--- src/rtl/cfg_port_pkg.sv ---
package cfg_port_pkg;
  localparam int BYTE_W    = 8;
  localparam int IDX_MAX_W = 8;

  // Strobe from control to datapath: one byte write per cycle
  typedef struct packed {
    logic                 wrEn;
    logic [IDX_MAX_W-1:0] idx;
    logic [BYTE_W-1:0]    data;
  } cfgWrStrobe_t;

  typedef enum logic [2:0] {
    S_IDLE, S_RX, S_ACK, S_TX, S_TXACK, S_LOAD, S_WAIT
  } serState_t;

  typedef enum logic [1:0] {B_ADDR, B_IDX, B_DATA} byteKind_t;
endpackage

--- src/rtl/cfg_port_sync.sv ---
module cfg_port_sync #(
  parameter int WIDTH = 2,
  parameter logic [WIDTH-1:0] RST_VAL = '1
) (
  input  logic             clk,
  input  logic             rstN,
  input  logic [WIDTH-1:0] din,
  output logic [WIDTH-1:0] dout
);
  logic [WIDTH-1:0] stage1;

  always_ff @(posedge clk) begin
    if (!rstN) begin
      stage1 <= RST_VAL;
      dout   <= RST_VAL;
    end else begin
      stage1 <= din;
      dout   <= stage1;
    end
  end
endmodule

--- src/rtl/cfg_port_ctrl.sv ---
module cfg_port_ctrl
  import cfg_port_pkg::*;
#(
  parameter int IDX_W = 3
) (
  input  logic                 clk,
  input  logic                 rstN,
  input  logic                 modeSel,
  input  logic [6:0]           chipAddr,
  input  logic                 scl,
  input  logic                 sdaIn,
  output logic                 sdaDriveLow,
  input  logic [IDX_W-1:0]     parIdx,
  input  logic [BYTE_W-1:0]    parData,
  input  logic                 parWrEn,
  input  logic [BYTE_W-1:0]    rdData,
  output logic [IDX_MAX_W-1:0] rdIdx,
  output cfgWrStrobe_t         wrStrobe
);
  logic [1:0] busSync;
  logic       sclS, sdaS, sclQ, sdaQ;
  logic       sclRise, sclFall, startDet, stopDet;

  cfg_port_sync #(.WIDTH(2), .RST_VAL(2'b11)) uSync (
    .clk (clk), .rstN(rstN), .din({scl, sdaIn}), .dout(busSync)
  );
  assign sclS = busSync[1];
  assign sdaS = busSync[0];

  always_ff @(posedge clk) begin
    if (!rstN) begin
      sclQ <= 1'b1;
      sdaQ <= 1'b1;
    end else begin
      sclQ <= sclS;
      sdaQ <= sdaS;
    end
  end

  assign sclRise  = sclS & ~sclQ;
  assign sclFall  = ~sclS & sclQ;
  assign startDet = sclS & sclQ & sdaQ & ~sdaS;
  assign stopDet  = sclS & sclQ & ~sdaQ & sdaS;

  serState_t           state;
  byteKind_t           kind;
  logic [3:0]          bitCnt;
  logic [BYTE_W-1:0]   shiftIn, txShift;
  logic [IDX_MAX_W-1:0] idxReg;
  logic                toTx, mAck, sdaLow;
  cfgWrStrobe_t        serWr;

  always_ff @(posedge clk) begin
    if (!rstN) begin
      state   <= S_IDLE;
      kind    <= B_ADDR;
      bitCnt  <= '0;
      shiftIn <= '0;
      txShift <= '0;
      idxReg  <= '0;
      toTx    <= 1'b0;
      mAck    <= 1'b0;
      sdaLow  <= 1'b0;
      serWr   <= '0;
    end else begin
      serWr.wrEn <= 1'b0;
      if (modeSel) begin
        state  <= S_IDLE;
        sdaLow <= 1'b0;
      end else if (startDet) begin
        state  <= S_RX;
        kind   <= B_ADDR;
        bitCnt <= '0;
        sdaLow <= 1'b0;
      end else if (stopDet) begin
        state  <= S_IDLE;
        sdaLow <= 1'b0;
      end else begin
        case (state)
          S_RX: begin
            if (sclRise && bitCnt < 4'd8) begin
              shiftIn <= {shiftIn[BYTE_W-2:0], sdaS};
              bitCnt  <= bitCnt + 4'd1;
            end else if (sclFall && bitCnt == 4'd8) begin
              bitCnt <= '0;
              case (kind)
                B_ADDR: begin
                  if (shiftIn[7:1] == chipAddr) begin
                    sdaLow <= 1'b1;
                    toTx   <= shiftIn[0];
                    kind   <= B_IDX;
                    state  <= S_ACK;
                  end else begin
                    state <= S_WAIT;
                  end
                end
                B_IDX: begin
                  idxReg <= shiftIn;
                  sdaLow <= 1'b1;
                  toTx   <= 1'b0;
                  kind   <= B_DATA;
                  state  <= S_ACK;
                end
                default: begin
                  serWr.wrEn <= 1'b1;
                  serWr.idx  <= idxReg;
                  serWr.data <= shiftIn;
                  idxReg     <= idxReg + 1'b1;
                  sdaLow     <= 1'b1;
                  toTx       <= 1'b0;
                  state      <= S_ACK;
                end
              endcase
            end
          end
          S_ACK: begin
            if (sclFall) begin
              if (toTx) begin
                state <= S_LOAD;
              end else begin
                sdaLow <= 1'b0;
                state  <= S_RX;
              end
            end
          end
          S_LOAD: begin
            txShift <= rdData;
            sdaLow  <= ~rdData[7];
            bitCnt  <= '0;
            state   <= S_TX;
          end
          S_TX: begin
            if (sclFall) begin
              if (bitCnt == 4'd7) begin
                sdaLow <= 1'b0;
                bitCnt <= '0;
                state  <= S_TXACK;
              end else begin
                txShift <= {txShift[BYTE_W-2:0], 1'b0};
                sdaLow  <= ~txShift[BYTE_W-2];
                bitCnt  <= bitCnt + 4'd1;
              end
            end
          end
          S_TXACK: begin
            if (sclRise) begin
              mAck <= ~sdaS;
            end else if (sclFall) begin
              if (mAck) begin
                idxReg <= idxReg + 1'b1;
                state  <= S_LOAD;
              end else begin
                state <= S_WAIT;
              end
            end
          end
          default: ;
        endcase
      end
    end
  end

  always_comb begin
    if (modeSel) begin
      wrStrobe.wrEn = parWrEn;
      wrStrobe.idx  = IDX_MAX_W'(parIdx);
      wrStrobe.data = parData;
    end else begin
      wrStrobe = serWr;
    end
  end

  assign rdIdx       = idxReg;
  assign sdaDriveLow = sdaLow;
endmodule

--- src/rtl/cfg_port_dp.sv ---
module cfg_port_dp
  import cfg_port_pkg::*;
#(
  parameter int NUM_REGS = 8
) (
  input  logic                       clk,
  input  logic                       rstN,
  input  logic                       loadCtl,
  input  cfgWrStrobe_t               wrStrobe,
  input  logic [IDX_MAX_W-1:0]       rdIdx,
  output logic [BYTE_W-1:0]          rdData,
  output logic [NUM_REGS*BYTE_W-1:0] cfgFlat,
  output logic [NUM_REGS*BYTE_W-1:0] workFlat
);
  logic [BYTE_W-1:0] cfgReg  [NUM_REGS];
  logic [BYTE_W-1:0] workReg [NUM_REGS];

  for (genvar g = 0; g < NUM_REGS; g++) begin : gReg
    logic hit;
    assign hit = wrStrobe.wrEn && (wrStrobe.idx == IDX_MAX_W'(g));

    always_ff @(posedge clk) begin
      if (!rstN) begin
        cfgReg[g]  <= '0;
        workReg[g] <= '0;
      end else begin
        if (hit) cfgReg[g] <= wrStrobe.data;
        // Low load: working copy follows, with the same-edge write bypassed in
        if (!loadCtl) workReg[g] <= hit ? wrStrobe.data : cfgReg[g];
      end
    end

    assign cfgFlat[g*BYTE_W +: BYTE_W]  = cfgReg[g];
    assign workFlat[g*BYTE_W +: BYTE_W] = workReg[g];
  end

  always_comb begin
    rdData = '0;
    for (int i = 0; i < NUM_REGS; i++) begin
      if (rdIdx == IDX_MAX_W'(i)) rdData = cfgReg[i];
    end
  end
endmodule

--- src/rtl/cfg_dual_port.sv ---
module cfg_dual_port
  import cfg_port_pkg::*;
#(
  parameter int NUM_REGS = 8,
  parameter int IDX_W    = (NUM_REGS > 1) ? $clog2(NUM_REGS) : 1
) (
  input  logic                       clk,
  input  logic                       rstN,
  input  logic                       modeSel,
  input  logic                       loadCtl,
  input  logic [5:0]                 chipAddrHi,
  input  logic                       addrLsbTie,
  input  logic                       scl,
  input  logic                       sdaIn,
  output logic                       sdaDriveLow,
  input  logic [IDX_W-1:0]           parIdx,
  input  logic [7:0]                 parData,
  input  logic                       parWrEn,
  output logic [NUM_REGS*8-1:0]      workOut
);
  cfgWrStrobe_t                wrStrobe;
  logic [IDX_MAX_W-1:0]        rdIdx;
  logic [BYTE_W-1:0]           rdData;
  logic [NUM_REGS*BYTE_W-1:0]  cfgFlat;

  cfg_port_ctrl #(.IDX_W(IDX_W)) uCtrl (
    .clk        (clk),
    .rstN       (rstN),
    .modeSel    (modeSel),
    .chipAddr   ({chipAddrHi, addrLsbTie}),
    .scl        (scl),
    .sdaIn      (sdaIn),
    .sdaDriveLow(sdaDriveLow),
    .parIdx     (parIdx),
    .parData    (parData),
    .parWrEn    (parWrEn),
    .rdData     (rdData),
    .rdIdx      (rdIdx),
    .wrStrobe   (wrStrobe)
  );

  cfg_port_dp #(.NUM_REGS(NUM_REGS)) uDp (
    .clk     (clk),
    .rstN    (rstN),
    .loadCtl (loadCtl),
    .wrStrobe(wrStrobe),
    .rdIdx   (rdIdx),
    .rdData  (rdData),
    .cfgFlat (cfgFlat),
    .workFlat(workOut)
  );
endmodule

--- config.mk ---
export PLATFORM = sky130hd
export DESIGN_NAME = cfg_dual_port
export DESIGN_NICKNAME = d
export VERILOG_FILES = /design/src/rtl/cfg_port_pkg.sv /design/src/rtl/cfg_port_sync.sv /design/src/rtl/cfg_port_ctrl.sv /design/src/rtl/cfg_port_dp.sv /design/src/rtl/cfg_dual_port.sv
export SDC_FILE = /design/constraint.sdc
export NUM_CORES = 1
export LEC_CHECK = 0
export BUFFER_PORTS_ARGS = -buffer_cell sky130_fd_sc_hd__buf_4
export CORE_MARGIN = 2
export CORE_UTILIZATION = 30
export CTS_CLUSTER_DIAMETER = 40
export CTS_CLUSTER_SIZE = 8
export DETAILED_ROUTE_END_ITERATION = 10
export GPL_ROUTABILITY_DRIVEN = 0
export GPL_TIMING_DRIVEN = 0
export PLACE_DENSITY = 0.57
export SYNTH_ARGS = -nofsm -noshare
export SYNTH_HDL_FRONTEND = slang
export SYNTH_SLANG_ARGS = --single-unit
--- constraint.sdc ---
create_clock -name clk -period 5.9 [get_ports clk]
set_clock_uncertainty 0.1 [all_clocks]
set_input_delay 0 -clock clk [delete_from_list [all_inputs] [get_ports clk]]
set_output_delay 0 -clock clk [all_outputs]
set_load 0.01 [all_outputs]
==> impl_metrics.tcl <==
set metrics [dict create \
    clock_path_buffers 2 \
    viasPerCell 5.217 \
    fillers 2990 \
    drive_gt1_share_pct 18.98 \
    gr-total-overflow 0 \
    startpoint "modeSel" \
    syn-cell-area_mm2 0.008956 \
    min_path_type "primary input to flop" \
    htree_levels 4 \
    worstSetupStartpointType "primary input" \
    clock-root-buffer "clkbuf_16" \
    status "complete, no violations" \
    layout_min_cycle_time_ns 2.826 \
    cts.sinks 186 \
    clk-insertion-delay-late_ns 0.44 \
    cts_buffers 17 \
    fin_nets 998 \
    avgSynthCellArea_um2 10.52 \
    busiest_layer "met2" \
    start_util_pct 30.38 \
    seqCellArea_mm2 0.005005 \
    leakage_uw 0.003838 \
    min_to "uDp.workReg[0][9]" \
    num_antenna_cells 0 \
    cp_data_required_time_ns 5.98 \
    clk_pin_slew_ns 0.08 \
    grt_util_met2_pct 26.79 \
    grt_first_pass_wirelength_mm 40.59 \
    path_max_fanout 10 \
    cts_tree "built" \
    core.rowCount 63 \
    whs_path_depth 3 \
    ys_ff_latch 186 \
    fp.coreArea_mm2 0.02948 \
    grt_use_met3_pct 3.286 \
    synth_edf_count 128 \
    rsz0062_at_grt "false" \
    ys.flop_type "edfxtp_1" \
    syn2layout_area_growth_pct 21.02 \
    multi_input_area_mm2 0.003583 \
    period_share_pct 47.90 \
    grt_max_degree 65 \
    worst_slew_pin_slew_ns 1.409 \
    ios 90 \
    drt_wl_total_mm 26.96 \
    crit_arrival_ns 2.90 \
    port_buffers 88 \
    dp_hpwl_mm 19.55 \
    ant_nets 0 \
    dieArea_mm2 0.03125 \
    antenna_found_initial 0 \
    track_usage_pct 17.36 \
    peakVddDrop_uv 186.4 \
    setup_viol 0 \
    p_per_area_mw_per_mm2 269.5 \
    syn_nets 882 \
    synthCells 851 \
    grt_pass1_vias 6806 \
    rr_worst_depth 8 \
    slew_headroom_pct 3.357 \
    cp-end-kind "flop" \
    met1_usage_pct 24.60 \
    post_drt_wl_per_cell_um 19.68 \
    vias 7147 \
    hold_violations 0 \
    die_w_um 176.8 \
    cts_setup_buffers 0 \
    die_h_um 176.8 \
    drt_iter0_drc 693 \
    async_reset_ff_share_pct 0 \
    drv_slew 0 \
    hold_start "parData[1]" \
    yosys_warnings 0 \
    dr.pass1.iters 5 \
    yosysUniqueCellTypes 78 \
    final_cell_mix "178 x nor2_1, 128 x edfxtp_1, 99 x buf_4" \
    cts-resized-gates 0 \
    rrSetupSlack_ns 3.25 \
    drc 0 \
    cap_violations 0 \
    p_total_uw 2921 \
    yosysSeqAreaShare_pct 55.88 \
    rr_endpoint "uCtrl.txShift[3]" \
    final_common_cell "nor2_1" \
    fin_setup_tns_ns 0 \
    crit_type "primary input to flop" \
    regToRegStartpoint "uCtrl.rdIdx[0]" \
    fmax_ghz 0.3539 \
]
-- cell usage after synthesis (3+ instances only) --
| cell | number | area share [%] |
|---|---|---|
| nor2_1 | 178 | 7.5 |
| edfxtp_1 | 128 | 43 |
| a211oi_1 | 70 | 5.9 |
| dfxtp_1 | 58 | 13 |
| nand2_1 | 36 | 1.5 |
| clkbuf_1 | 32 | 1.3 |
| mux2i_1 | 32 | 3.6 |
| a21oi_1 | 28 | 1.6 |
| nand2b_1 | 25 | 1.7 |
| inv_1 | 22 | 0.92 |
| buf_2 | 21 | 1.2 |
| o21ai_0 | 21 | 1.2 |
| nand3_1 | 20 | 1.1 |
| nor3b_1 | 14 | 1.2 |
| buf_4 | 9 | 0.75 |
| nor2b_1 | 9 | 0.63 |
| a221oi_1 | 8 | 0.78 |
| a31oi_1 | 8 | 0.56 |
| nor2_4 | 8 | 1.0 |
| o31ai_1 | 8 | 0.67 |
| and3_1 | 7 | 0.49 |
| a221o_1 | 6 | 0.67 |
| ha_1 | 6 | 0.84 |
| nor3_1 | 6 | 0.34 |
| or2_2 | 6 | 0.42 |
| a2111oi_0 | 5 | 0.49 |
| xor2_1 | 5 | 0.49 |
| a22oi_1 | 4 | 0.34 |
| xnor2_1 | 4 | 0.39 |
| a21o_1 | 3 | 0.25 |
| nand4_1 | 3 | 0.21 |
| o21a_1 | 3 | 0.25 |
| or4_1 | 3 | 0.25 |
-- state kept, by name, summed over array words and instances, names as in the netlist --
signal,flops
uCtrl.shiftIn,8
uCtrl.mAck,1
uCtrl.serWr,17
uCtrl.sdaDriveLow,1
uCtrl.rdIdx,8
uCtrl.uSync.stage1,2
uCtrl.uSync.dout,2
uCtrl.toTx,1
uDp.cfgReg,64
uCtrl.state,3
uCtrl.txShift,7
uCtrl.kind,2
uCtrl.sclQ,1
uCtrl.bitCnt,4
uCtrl.sdaQ,1
uDp.workReg,64
-- power breakdown --
group	switching (uW)	internal, uW	total, uW
Combinational	142	86.4	228
Clock	571	650	1220
Sequential	28.4	1440	1470
-- kinds of logic after synthesis --
group | count (synthesis) | synth area share [%]
AND/OR/NAND/NOR | 334 | 18.08
AO/OA/AOI/OAI | 195 | 15.97
flip-flops | 186 | 55.88
buffers and inverters | 87 | 4.401
multiplexers | 34 | 3.954
XOR/XNOR | 9 | 0.8801
adder cells (fa/ha/maj) | 6 | 0.8382
-- worst max-delay path by stage --
stage	end	slack, ns	depth (start not counted)
finish	uDp.cfgReg[1][26]	3.07	7
global route	uDp.cfgReg[1][10]	3.01	7
CTS	uDp.cfgReg[0][31]	3.07	7
detailed placement	uDp.cfgReg[0][31]	3.15	6
global placement	uDp.workReg[1][27]	2.10	4
floorplan	uDp.workReg[0][0]	3.44	3
-- final cells by class --
| cell class | instances | share of cell area [%] |
|---|---|---|
| inverters | 23 | 0.7965 |
| repair buffers | 97 | 6.880 |
| multi-input cells | 578 | 33.06 |
| clock buffers | 17 | 3.925 |
| flip-flops and latches | 186 | 46.17 |
| well taps | 390 | 4.502 |
| clock inverters | 15 | 1.824 |
| plain buffers | 64 | 2.840 |
-- critical path, cell delays in order --
cell and delay, ns:
dlygate4sd3_1 0.52, buf_2 0.19, buf_4 0.26, mux2i_1 1.14
nand2b_1 0.21, clkbuf_1 0.46, nor2_1 0.11
-- through the flow --
step           hold slack, ns  setup WS (ns)  util [%]  std cells  cell area [um2]
6_report               0.1583          3.074     36.77       1370            10840
5_1_grt                0.1722          3.009     36.77       1370            10840
2_1_floorplan        0.001471          3.442         -        851             8956
3_3_place_gp          0.08664          2.098     34.28       1329            10100
4_1_cts                0.1427          3.071     36.75       1370            10840
3_5_place_dp          0.09544          3.151     34.40       1331            10140
-- routing by layer --
| layer | part of all wire [%] | vias to the layer above |
|---|---|---|
| met5 | 0 | - |
| met4 | 2.1 | 0 |
| met3 | 8.3 | 37 |
| met2 | 45 | 282 |
| met1 | 45 | 3461 |
| li1 | - | 3367 |
-- timing repair --
action | in CTS | in global routing
setup endpoints to repair | 0 | 0
hold endpoints to repair | 7 | 0
hold buffers | 7 | 0
(Power assumes the default switching activity.)
